[config.mk]
export PLATFORM = sky130hd
export DESIGN_NAME = afsk_tone_tx
export DESIGN_NICKNAME = d
export VERILOG_FILES = /design/src/rtl/afsk_pkg.sv /design/src/rtl/afsk_sine_rom.sv /design/src/rtl/afsk_phase_acc.sv /design/src/rtl/afsk_bit_seq.sv /design/src/rtl/afsk_tone_tx.sv
export SDC_FILE = /design/constraint.sdc
export NUM_CORES = 1
export LEC_CHECK = 0
export ABC_AREA = 1
export BUFFER_PORTS_ARGS = -buffer_cell sky130_fd_sc_hd__buf_2
export CAP_MARGIN = 20
export CORE_MARGIN = 2
export CORE_UTILIZATION = 40
export CTS_CLUSTER_SIZE = 12
export DETAILED_ROUTE_END_ITERATION = 8
export SLEW_MARGIN = 20
export SYNTH_ARGS = -nofsm -noshare
export SYNTH_HDL_FRONTEND = slang
export SYNTH_SLANG_ARGS = --single-unit
[constraint.sdc]
create_clock -name clk -period 14.5 [get_ports clk]
set_input_delay 2.175 -clock clk [delete_from_list [all_inputs] [get_ports clk]]
set_output_delay 2.175 -clock clk [all_outputs]
set_load 0.01 [all_outputs]
[src/rtl/afsk_pkg.sv]
package afsk_pkg;

    localparam int SAMPLE_W        = 8;
    localparam int PHASE_W         = 9;
    localparam int BITS_PER_BYTE   = 8;
    localparam int SAMPLES_PER_BIT = 8;
    localparam int STUFF_LIMIT     = 5;
    localparam int MARK_STEP       = 64;
    localparam int SPACE_STEP      = 117;

    localparam logic [7:0] ESC_CODE   = 8'h1B;
    localparam logic [7:0] FLAG_CODE  = 8'h7E;
    localparam logic [7:0] ABORT_CODE = 8'h7F;

    typedef enum logic {
        TONE_MARK  = 1'b0,
        TONE_SPACE = 1'b1
    } tone_e;

    // control state of the byte sequencer
    typedef struct packed {
        logic  busy;
        logic  esc;
        logic  stuff_en;
        tone_e tone;
    } seq_ctl_t;

    function automatic tone_e tone_flip(tone_e t);
        return (t == TONE_MARK) ? TONE_SPACE : TONE_MARK;
    endfunction

    // delimiter values that go out without zero-bit insertion when bare
    function automatic logic is_bare_delim(logic [7:0] b);
        return (b == FLAG_CODE) || (b == ABORT_CODE);
    endfunction

    // floor(mid + amp*sin(pi/2 * idx/qlen)), sine by a Taylor series
    function automatic int quarter_entry(int idx, int qlen, int width);
        real x;
        real term;
        real acc;
        real mid;
        real amp;
        x    = (3.14159265358979323846 / 2.0) * real'(idx) / real'(qlen);
        term = x;
        acc  = x;
        for (int k = 1; k < 12; k++) begin
            term = -term * x * x / real'((2 * k) * (2 * k + 1));
            acc  = acc + term;
        end
        mid = real'(1 << (width - 1));
        amp = real'((1 << width) - 1) / 2.0;
        return $rtoi(mid + amp * acc);
    endfunction

endpackage

[src/rtl/afsk_sine_rom.sv]
module afsk_sine_rom #(
    parameter int PHASE_W  = afsk_pkg::PHASE_W,
    parameter int SAMPLE_W = afsk_pkg::SAMPLE_W
) (
    input  logic [PHASE_W-1:0]  phase,
    output logic [SAMPLE_W-1:0] sample
);
    localparam int QBITS = PHASE_W - 2;
    localparam int QLEN  = 1 << QBITS;

    logic [SAMPLE_W-1:0] qtab [QLEN];
    logic [QBITS-1:0]    q_idx;
    logic [SAMPLE_W-1:0] q_val;

    for (genvar gi = 0; gi < QLEN; gi++) begin : g_quarter
        localparam int ENTRY = afsk_pkg::quarter_entry(gi, QLEN, SAMPLE_W);
        assign qtab[gi] = SAMPLE_W'(ENTRY);
    end

    always_comb begin
        // second half of each half-period runs the quarter backwards
        q_idx  = phase[PHASE_W-2] ? ~phase[QBITS-1:0] : phase[QBITS-1:0];
        q_val  = qtab[q_idx];
        // negative half-period is the complement around midscale
        sample = phase[PHASE_W-1] ? ~q_val : q_val;
    end
endmodule

[src/rtl/afsk_phase_acc.sv]
module afsk_phase_acc #(
    parameter int PHASE_W    = afsk_pkg::PHASE_W,
    parameter int MARK_STEP  = afsk_pkg::MARK_STEP,
    parameter int SPACE_STEP = afsk_pkg::SPACE_STEP
) (
    input  logic               clk,
    input  logic               rst,
    input  logic               start,
    input  logic               step,
    input  logic               space,
    output logic [PHASE_W-1:0] phase_next
);
    localparam logic [PHASE_W-1:0] MARK_INC  = PHASE_W'(MARK_STEP);
    localparam logic [PHASE_W-1:0] SPACE_INC = PHASE_W'(SPACE_STEP);

    logic [PHASE_W-1:0] phase_q;

    // modulo 2^PHASE_W wrap comes from the register width
    assign phase_next = phase_q + (space ? SPACE_INC : MARK_INC);

    always_ff @(posedge clk) begin
        if (rst || start) begin
            phase_q <= '0;
        end else if (step) begin
            phase_q <= phase_next;
        end
    end

    assert_step_size_R2: assert property (@(posedge clk) disable iff (rst)
        (step && !start) |=> ((PHASE_W'(phase_q - $past(phase_q)) == MARK_INC) ||
                              (PHASE_W'(phase_q - $past(phase_q)) == SPACE_INC)));

    assert_start_phase_R7: assert property (@(posedge clk) disable iff (rst)
        start |=> (phase_q == '0));

    assert_idle_phase_R2: assert property (@(posedge clk) disable iff (rst)
        (!step && !start) |=> $stable(phase_q));
endmodule

[src/rtl/afsk_bit_seq.sv]
module afsk_bit_seq
    import afsk_pkg::*;
#(
    parameter int BITS_PER_BYTE   = afsk_pkg::BITS_PER_BYTE,
    parameter int SAMPLES_PER_BIT = afsk_pkg::SAMPLES_PER_BIT,
    parameter int STUFF_LIMIT     = afsk_pkg::STUFF_LIMIT
) (
    input  logic                     clk,
    input  logic                     rst,
    input  logic                     sample_tick,
    input  logic [BITS_PER_BYTE-1:0] in_data,
    input  logic                     in_valid,
    output logic                     in_ready,
    output logic                     busy,
    output logic                     start,
    output logic                     step,
    output logic                     space_next
);
    localparam int BITPOS_W  = $clog2(BITS_PER_BYTE + 1);
    localparam int BIT_IDX_W = $clog2(BITS_PER_BYTE);
    localparam int SCNT_W    = $clog2(SAMPLES_PER_BIT);
    localparam int ONES_W    = $clog2(BITS_PER_BYTE + STUFF_LIMIT + 1);

    localparam logic [BITPOS_W-1:0] LAST_POS = BITPOS_W'(BITS_PER_BYTE);
    localparam logic [SCNT_W-1:0]   SCNT_TOP = SCNT_W'(SAMPLES_PER_BIT - 1);
    localparam logic [ONES_W-1:0]   RUN_CAP  = ONES_W'(STUFF_LIMIT);
    localparam logic [BITS_PER_BYTE-1:0] ESC_V = BITS_PER_BYTE'(ESC_CODE);

    seq_ctl_t                 ctl_q;
    logic [ONES_W-1:0]        ones_q;
    logic [BITPOS_W-1:0]      bpos_q;
    logic [SCNT_W-1:0]        scnt_q;
    logic [BITS_PER_BYTE-1:0] cur_q;

    logic                     at_bound;
    logic                     esc_in;
    logic                     take;
    logic                     stop;
    logic                     new_bit;
    logic [BITS_PER_BYTE-1:0] cur_e;
    logic                     stuff_e;
    logic [ONES_W-1:0]        ones_e;
    logic [BITPOS_W-1:0]      bpos_e;
    logic                     insert;
    logic                     dbit;
    tone_e                    tone_d;

    always_comb begin
        at_bound = ctl_q.busy && (scnt_q == '0) && (bpos_q == LAST_POS);
        esc_in   = (in_data == ESC_V);
        in_ready = at_bound && (sample_tick || (!ctl_q.esc && esc_in));
        take     = at_bound && sample_tick && in_valid && (ctl_q.esc || !esc_in);
        stop     = at_bound && sample_tick && !take;
        start    = !ctl_q.busy && in_valid;
        step     = ctl_q.busy && sample_tick && !stop;
        new_bit  = step && (scnt_q == '0);

        // effective byte context for the bit being chosen
        cur_e   = take ? in_data : cur_q;
        stuff_e = take ? (ctl_q.esc || !is_bare_delim(8'(in_data))) : ctl_q.stuff_en;
        ones_e  = (take && !ctl_q.stuff_en) ? '0 : ones_q;
        bpos_e  = take ? '0 : bpos_q;

        insert  = stuff_e && (ones_e >= RUN_CAP);
        dbit    = cur_e[bpos_e[BIT_IDX_W-1:0]];
        tone_d  = (new_bit && (insert || !dbit)) ? tone_flip(ctl_q.tone) : ctl_q.tone;

        busy       = ctl_q.busy;
        space_next = (tone_d == TONE_SPACE);
    end

    always_ff @(posedge clk) begin
        if (rst) begin
            ctl_q  <= '{busy: 1'b0, esc: 1'b0, stuff_en: 1'b0, tone: TONE_MARK};
            ones_q <= '0;
            bpos_q <= LAST_POS;
            scnt_q <= '0;
            cur_q  <= '0;
        end else if (start) begin
            ctl_q  <= '{busy: 1'b1, esc: 1'b0, stuff_en: 1'b0, tone: TONE_MARK};
            ones_q <= '0;
            bpos_q <= LAST_POS;
            scnt_q <= '0;
        end else if (ctl_q.busy) begin
            if (stop) begin
                ctl_q.busy <= 1'b0;
                ctl_q.esc  <= 1'b0;
            end else if (in_ready && in_valid && !sample_tick) begin
                ctl_q.esc <= 1'b1;
            end else if (new_bit) begin
                cur_q          <= cur_e;
                ctl_q.stuff_en <= stuff_e;
                ctl_q.esc      <= 1'b0;
                ctl_q.tone     <= tone_d;
                ones_q         <= (insert || !dbit) ? '0 : ones_e + ONES_W'(1);
                bpos_q         <= insert ? bpos_e : bpos_e + BITPOS_W'(1);
                scnt_q         <= SCNT_TOP;
            end else if (step) begin
                scnt_q <= scnt_q - SCNT_W'(1);
            end
        end
    end

    assert_run_cap_R4: assert property (@(posedge clk) disable iff (rst)
        (ctl_q.busy && ctl_q.stuff_en) |-> (ones_q <= RUN_CAP));

    assert_ready_gate_R8: assert property (@(posedge clk) disable iff (rst)
        (in_ready && !sample_tick) |-> esc_in);

    assert_idle_ready_R7: assert property (@(posedge clk) disable iff (rst)
        !ctl_q.busy |-> !in_ready);

    assert_no_midbyte_stop_R7: assert property (@(posedge clk) disable iff (rst)
        (ctl_q.busy && !at_bound) |=> ctl_q.busy);

    assert_esc_consumed_R6: assert property (@(posedge clk) disable iff (rst)
        take |=> !ctl_q.esc);

    assert_bit_pos_R3: assert property (@(posedge clk) disable iff (rst)
        bpos_q <= LAST_POS);
endmodule

[src/rtl/afsk_tone_tx.sv]
module afsk_tone_tx
    import afsk_pkg::*;
#(
    parameter int SAMPLE_W        = afsk_pkg::SAMPLE_W,
    parameter int PHASE_W         = afsk_pkg::PHASE_W,
    parameter int BITS_PER_BYTE   = afsk_pkg::BITS_PER_BYTE,
    parameter int SAMPLES_PER_BIT = afsk_pkg::SAMPLES_PER_BIT,
    parameter int STUFF_LIMIT     = afsk_pkg::STUFF_LIMIT,
    parameter int MARK_STEP       = afsk_pkg::MARK_STEP,
    parameter int SPACE_STEP      = afsk_pkg::SPACE_STEP
) (
    input  logic                     clk,
    input  logic                     rst,
    input  logic                     sample_tick,
    input  logic [BITS_PER_BYTE-1:0] in_data,
    input  logic                     in_valid,
    output logic                     in_ready,
    output logic [SAMPLE_W-1:0]      sample_out,
    output logic                     busy
);
    localparam logic [SAMPLE_W-1:0] MIDSCALE = SAMPLE_W'(1 << (SAMPLE_W - 1));

    logic               start;
    logic               step;
    logic               space_next;
    logic [PHASE_W-1:0] phase_next;
    logic [SAMPLE_W-1:0] rom_val;

    afsk_bit_seq #(
        .BITS_PER_BYTE  (BITS_PER_BYTE),
        .SAMPLES_PER_BIT(SAMPLES_PER_BIT),
        .STUFF_LIMIT    (STUFF_LIMIT)
    ) u_seq (
        .clk        (clk),
        .rst        (rst),
        .sample_tick(sample_tick),
        .in_data    (in_data),
        .in_valid   (in_valid),
        .in_ready   (in_ready),
        .busy       (busy),
        .start      (start),
        .step       (step),
        .space_next (space_next)
    );

    afsk_phase_acc #(
        .PHASE_W   (PHASE_W),
        .MARK_STEP (MARK_STEP),
        .SPACE_STEP(SPACE_STEP)
    ) u_acc (
        .clk       (clk),
        .rst       (rst),
        .start     (start),
        .step      (step),
        .space     (space_next),
        .phase_next(phase_next)
    );

    afsk_sine_rom #(
        .PHASE_W (PHASE_W),
        .SAMPLE_W(SAMPLE_W)
    ) u_rom (
        .phase (phase_next),
        .sample(rom_val)
    );

    always_ff @(posedge clk) begin
        if (rst) begin
            sample_out <= MIDSCALE;
        end else if (step) begin
            sample_out <= rom_val;
        end
    end

    assert_hold_no_tick_R2: assert property (@(posedge clk) disable iff (rst)
        !sample_tick |=> $stable(sample_out));

    assert_idle_hold_R7: assert property (@(posedge clk) disable iff (rst)
        !busy |=> $stable(sample_out));
endmodule

-- Yosys cells after proc, flatten, opt, wreduce, memory -nomap -nowiden
Memories as Yosys holds them, arrays and structs flattened.
Cells that the tools add are included.
- register bits: 40
- bits of input ports: 12
- ROM bits: 1024
- memories kept: 1
- reductions and logical operators: 40
- add/sub/neg operators: 4
- $lt $le $gt $ge: 3
- bitwise logic cells: 6
- equality and inequality tests: 4
- multiplexer cells: 25
- memory list (name ; depth ; width ; rd ports ; clocked after Yosys merged registers in ; wr ports ; RTL line ; RTL):
    (name not given) ; 128 ; 8 ; 1 ; 0 ; 0 ; afsk_sine_rom.sv:23 ; q_val = qtab[q_idx];
- operators with widths (operator ; number):
    8-bit two-way mux ; 4
    4-bit two-way mux ; 6
    1-bit logical AND ; 17
    8-bit by 7-bit == test with 1-bit output, second input constant ; 2
    9-bit adder ; 1
    1-bit zero test ; 9
    3-bit two-way mux ; 3
    4-bit by 1-bit adder with 4-bit output, second input constant ; 2
    8-bit by 5-bit == test with 1-bit output, second input constant ; 1
    8-bit >= comparator, second input constant ; 1
    7-bit inverter with 8-bit output ; 1
    8-bit inverter ; 1
    4-bit AND reduction ; 2
    1-bit two-way mux ; 7
    7-bit two-way mux ; 1
    7-bit inverter ; 1
    1-bit logical OR ; 6
    6-bit two-way mux ; 1
    5-bit AND reduction ; 1
    4-bit == test, second input constant ; 1
    4-bit by 3-bit >= comparator with 1-bit output, second input constant ; 1
    3-bit by 4-bit < comparator with 1-bit output, second input constant ; 1
    2-bit two-way mux ; 2
    1-bit binary-select mux with 3-bit select ; 1
    7 further kinds ; 9

-- Longest topological paths before layout
- depth in word-level cells: 23
- depth in mapped cells: 41
- depth with buffers taken out: 40

-- Hierarchy
Synthesis repeated with hierarchy kept, for this count alone.
- cell total of the unflattened synthesis: 578
- area total of the unflattened synthesis: 3490.8 sq um
- modules (own cells, without submodules) (module ; cells an instance ; area an instance (sq um) ; instances ; seq. area each (sq um)):
    afsk_bit_seq ; 192 ; 1320.0 ; 1 ; 460.4
    afsk_sine_rom ; 233 ; 1193.6 ; 1 ; 0.0
    afsk_phase_acc ; 103 ; 638.1 ; 1 ; 180.2
    afsk_tone_tx ; 50 ; 339.1 ; 1 ; 160.2

-- Worst setup path before layout
OpenSTA, ideal clock, no wires.
- kind: input to register
- start point: in in_data[3]
- end point: reg sample_out[0]
- data arrival time: 6055 ps
- slack: 8312 ps
- library setup time: 134 ps
- stages: 39
- path through: nand2_1 > nor3_1 > nand3_1 > nand2_1 > nor2_2 > buf_6 > nand2_4 > nand2_1 > inv_1 > ha_1 > nor2_1 > o21ai_2 > nand2_2 > nand3_1 > nand2_1 > nand2_1 > nand2_1 > inv_1 > [... 3 more ...] > nor2_2 > nand3_2 > nand2_4 > xor2_1 > inv_1 > ha_1 > inv_1 > nand3_1 > nand2_1 > nand2_1 > nand3_1 > nand2_1 > nand3_1 > nand2_1 > nand2_1 > nand2_1 > nand2_1 > a21oi_1
- word-level cells in the longest chain between the ends: 21
- elaborated cells on any way between the ends: 37
- RTL lines (element ; RTL line ; RTL):
    start: declaration ; afsk_tone_tx.sv:15 ; input logic [BITS_PER_BYTE-1:0] in_data,
    8-bit by 5-bit == test with 1-bit output ; afsk_bit_seq.sv:50 ; esc_in = (in_data == ESC_V);
    1-bit zero test ; afsk_bit_seq.sv:52 ; take = at_bound && sample_tick && in_valid && (ctl_q.esc || !esc_in);
    1-bit logical OR ; afsk_bit_seq.sv:52 ;
    1-bit logical AND ; afsk_bit_seq.sv:52 ;
    1-bit logical AND, or another cell as far along ; afsk_bit_seq.sv:61 ; ones_e = (take && !ctl_q.stuff_en) ? '0 : ones_q;
    4-bit two-way mux, or another cell as far along ; afsk_bit_seq.sv:61 ;
    4-bit by 3-bit >= comparator with 1-bit output, or another cell as far along ; afsk_bit_seq.sv:64 ; insert = stuff_e && (ones_e >= RUN_CAP);
    1-bit logical AND, or another cell as far along ; afsk_bit_seq.sv:64 ;
    [... 3 more ...] ; n/a ;
    via space_next ; afsk_tone_tx.sv:25 ; logic space_next;
    [... 1 more ...] ; n/a ;
    9-bit adder * ; afsk_phase_acc.sv:19 ; assign phase_next = phase_q + (space ? SPACE_INC : MARK_INC);
    7-bit inverter ; afsk_sine_rom.sv:22 ; q_idx = phase[PHASE_W-2] ? ~phase[QBITS-1:0] : phase[QBITS-1:0];
    7-bit two-way mux ; afsk_sine_rom.sv:22 ;
    7-bit inverter with 8-bit output (not written as such) ; afsk_sine_rom.sv:23 ;
    memory read 128 x 8 bit ; n/a ;
    8-bit two-way mux (not written as such) (2 in series) ; afsk_sine_rom.sv:23 ;
    8-bit inverter ; afsk_sine_rom.sv:25 ; sample = phase[PHASE_W-1] ? ~q_val : q_val;
    8-bit two-way mux * ; afsk_sine_rom.sv:25 ;
    end signal: assignment ; afsk_tone_tx.sv:71 ; sample_out <= rom_val;
    end: declaration ; afsk_tone_tx.sv:18 ; output logic [SAMPLE_W-1:0] sample_out,
Mark *: on every way through the listed nets, which the timed path passes. The rest lies on a longest branch. The select of a mux whose other input is x is not followed.
A chain may end at the register's enable or synchronous reset.

-- Worst setup path in the final report
Same ends and word-level chain as after synthesis.

==> impl_metrics.ini <==
[detailed_routing]
drt_iter0_drc = 153
antenna_left = 0
avgRoutedWirePerCell_um = 12.11
routed_wl_um = 7654
post-route-drc-count = 0
num_vias = 3245
viasPerCell = 5.134
drt-pass1-iter-count = 5

[worst_setup_path]
r2r_setup_slack_ns = 9.02
cp-start-kind = input port
rr_worst_depth = 39
crit_path_end_kind = flip-flop
r2r-start = u_seq.scnt_q[0]
worstSetupPathType = in -> reg
r2r_end = sample_out[0]
critPathSlowestCell = nor2_2
cp.required_ns = 14.66
worst_ep_arrival_time_ns = 6.91
slowest_delay_ns = 0.41
critPathMaxFanout = 11
crit_top_cell = nand2_1

[flow_run]
cap_violations = 0

[grt]
grt_max_degree = 24
grt-ovfl-total = 0
grt_pass1_vias = 2950
antenna_found_initial = 0
gr-usage-all-layers_pct = 18.07
grt_pass1_wl_um = 13270

[timing]
min_period_ns = 6.746
finalCritPeriodShare_pct = 46.52
tns_ns = 0
maxSlewViolCount = 0
worst_pin_slew_ns = 0.4871
fin_hold_ws_ns = 0.4636
slew_headroom_pct = 67.45
finClkSkew_ns = 0.007057
max_clock_freq_mhz = 148.2
rsz0062_at_grt = no
setup_viol = 0
hold_viol_final = 0

[floorplan]
die_x_um = 94.53
start_util_pct = 40.51
rows = 33
die_area_um2 = 8936
die_h_um = 94.53
coreArea_um2 = 8093
boundaryPins = 22

[final_layout]
drive_above_1_share_pct = 15.37
diodes = 0
area_growth_pct = 6.221
layout.nets = 557
final_util_pct = 43.03

[clock_network]
clkSinkCount = 40
clock_latency_ns = 0.29
cts_resized = 0
clk_pin_slew_worst_paths_ns = 0.08
cts_buffers = 5
ctsRootBufferMaster = clkbuf_8
cts_tree = yes
htreeDepth = 2
hold_buffers = 0
clockBufferDepth = 2
post-cts-setup-buffers = 0

[pwr]
power.density_nw_per_um2 = 98.29
leakage_nw = 1.714
max-vdd-ir-drop_v = 0.00003505

[synth]
ys_types = 38
ys_ff_latch = 40
yosys.area.top_type = dfxtp_1
netlist_area_um2 = 3278
syn_area_per_cell_um2 = 6.365
yosysWarnings = 0
ys_async_sr_fraction_pct = 0
netlist_top_cells_area = dfxtp_1 24%, nand2_1 17%, nand3_1 9.0%, ha_1 7.3%, inv_1 6.2%
yosysMostFrequentCell = nand2_1
syn_nets = 546
netlist.area_leader.share_pct = 24.43
synthTopCellsByCount = 150 x nand2_1, 59 x nand3_1, 54 x inv_1
yosysSeqAreaShare_pct = 24.43
synth_ff_type = dfxtp_1
synth_edf_count = 0
syn_inst = 515

[min_path]
hold_path_depth = 1
hold_class = reg -> reg
worstHoldStart = u_seq.scnt_q[0]
hold_path_end = u_seq.scnt_q[0]

[place]
port_buffers = 21
dp_hpwl_um = 5987
gp_congestion = 0.8749

[outcome]
status = completed
## power breakdown
group          internal, mW  switching (mW)
clock network        0.0380          0.0388
registers             0.116         0.00373
logic                0.0463          0.0990
total                 0.201           0.142
## critical path: cells and delay by family
family	cells	cell delay (ns)
buffers and inverters	5	0.56
AOI/OAI and AO/OA	2	0.14
adders and majority gates	3	0.85
xor gates and xnor gates	1	0.35
and+or+nand+nor	28	2.82
## state kept, by name, indices dropped and copies added (netlist names)
signal         cells
u_seq.ones_q       4
u_seq.cur_q        8
u_acc.phase_q      9
sample_out         8
u_seq.ctl_q        3
u_seq.bpos_q       4
u_seq.scnt_q       3
u_seq.busy         1
## how the worst max path moves through the flow
stage / start / cells after the start / end
detailed placement: in_data[3] / 40 / sample_out[0]
CTS: in_data[3] / 40 / sample_out[0]
global route: in_data[4] / 38 / sample_out[0]
floorplan: in_data[3] / 39 / sample_out[0]
finish: in_data[3] / 39 / sample_out[0]
global placement: in_data[3] / 39 / sample_out[0]
## metal layers
| metal | track usage, % | part of all wire, % |
|---|---|---|
| met3 | 2.953 | 4.4 |
| met5 | 0 | 0 |
| met2 | 29.64 | 45 |
| met1 | 25.55 | 50 |
| met4 | 2.536 | 0.50 |
## cells in the final DEF (no fill, tap or decap), types with 3 or more instances in the layout
| master | instances |
|---|---|
| a211oi_1 | 3 |
| a21oi_1 | 32 |
| a21oi_2 | 3 |
| a31oi_1 | 6 |
| buf_2 | 21 |
| clkbuf_8 | 6 |
| dfxtp_1 | 40 |
| ha_1 | 19 |
| inv_1 | 54 |
| inv_2 | 9 |
| nand2_1 | 150 |
| nand2_2 | 18 |
| nand2_4 | 6 |
| nand3_1 | 59 |
| nand3b_1 | 4 |
| nand4_1 | 7 |
| nor2_1 | 30 |
| nor2_2 | 5 |
| nor3_1 | 4 |
| o211ai_1 | 3 |
| o21ai_0 | 16 |
| o21ai_1 | 8 |
| xor2_1 | 6 |
## area by class of cell
cell class / instances / area [µm²]
fillers: 892 / 4611
clock buffers: 6 / 82.58
flip-flops and latches: 40 / 800.8
repair buffers: 21 / 105.1
well taps: 105 / 131.4
multi-input cells: 395 / 2116
clock inverters: 2 / 10.01
inverters: 63 / 236.5
## through the flow
| stage | instances | setup slack, ns | area (µm²) | total power [mW] |
|---|---|---|---|---|
| global route | 632 | 7.163 | 3482 | 0.3719 |
| detailed placement | 624 | 7.454 | 3390 | 0.2662 |
| floorplan | 515 | 8.312 | 3278 | 0.2412 |
| finish | 632 | 7.754 | 3482 | 0.3423 |
| CTS | 632 | 7.766 | 3482 | 0.3449 |
| global placement | 624 | 7.719 | 3390 | 0.2663 |
## kinds of logic after synthesis
logic type / share of synthesized area (%)
simple gates: 42.40
flops: 24.43
buf+inv: 11.03
compound gates: 13.02
fa+ha+maj: 7.252
xor+xnor: 1.870
Power figures use the tool's default switching activity.
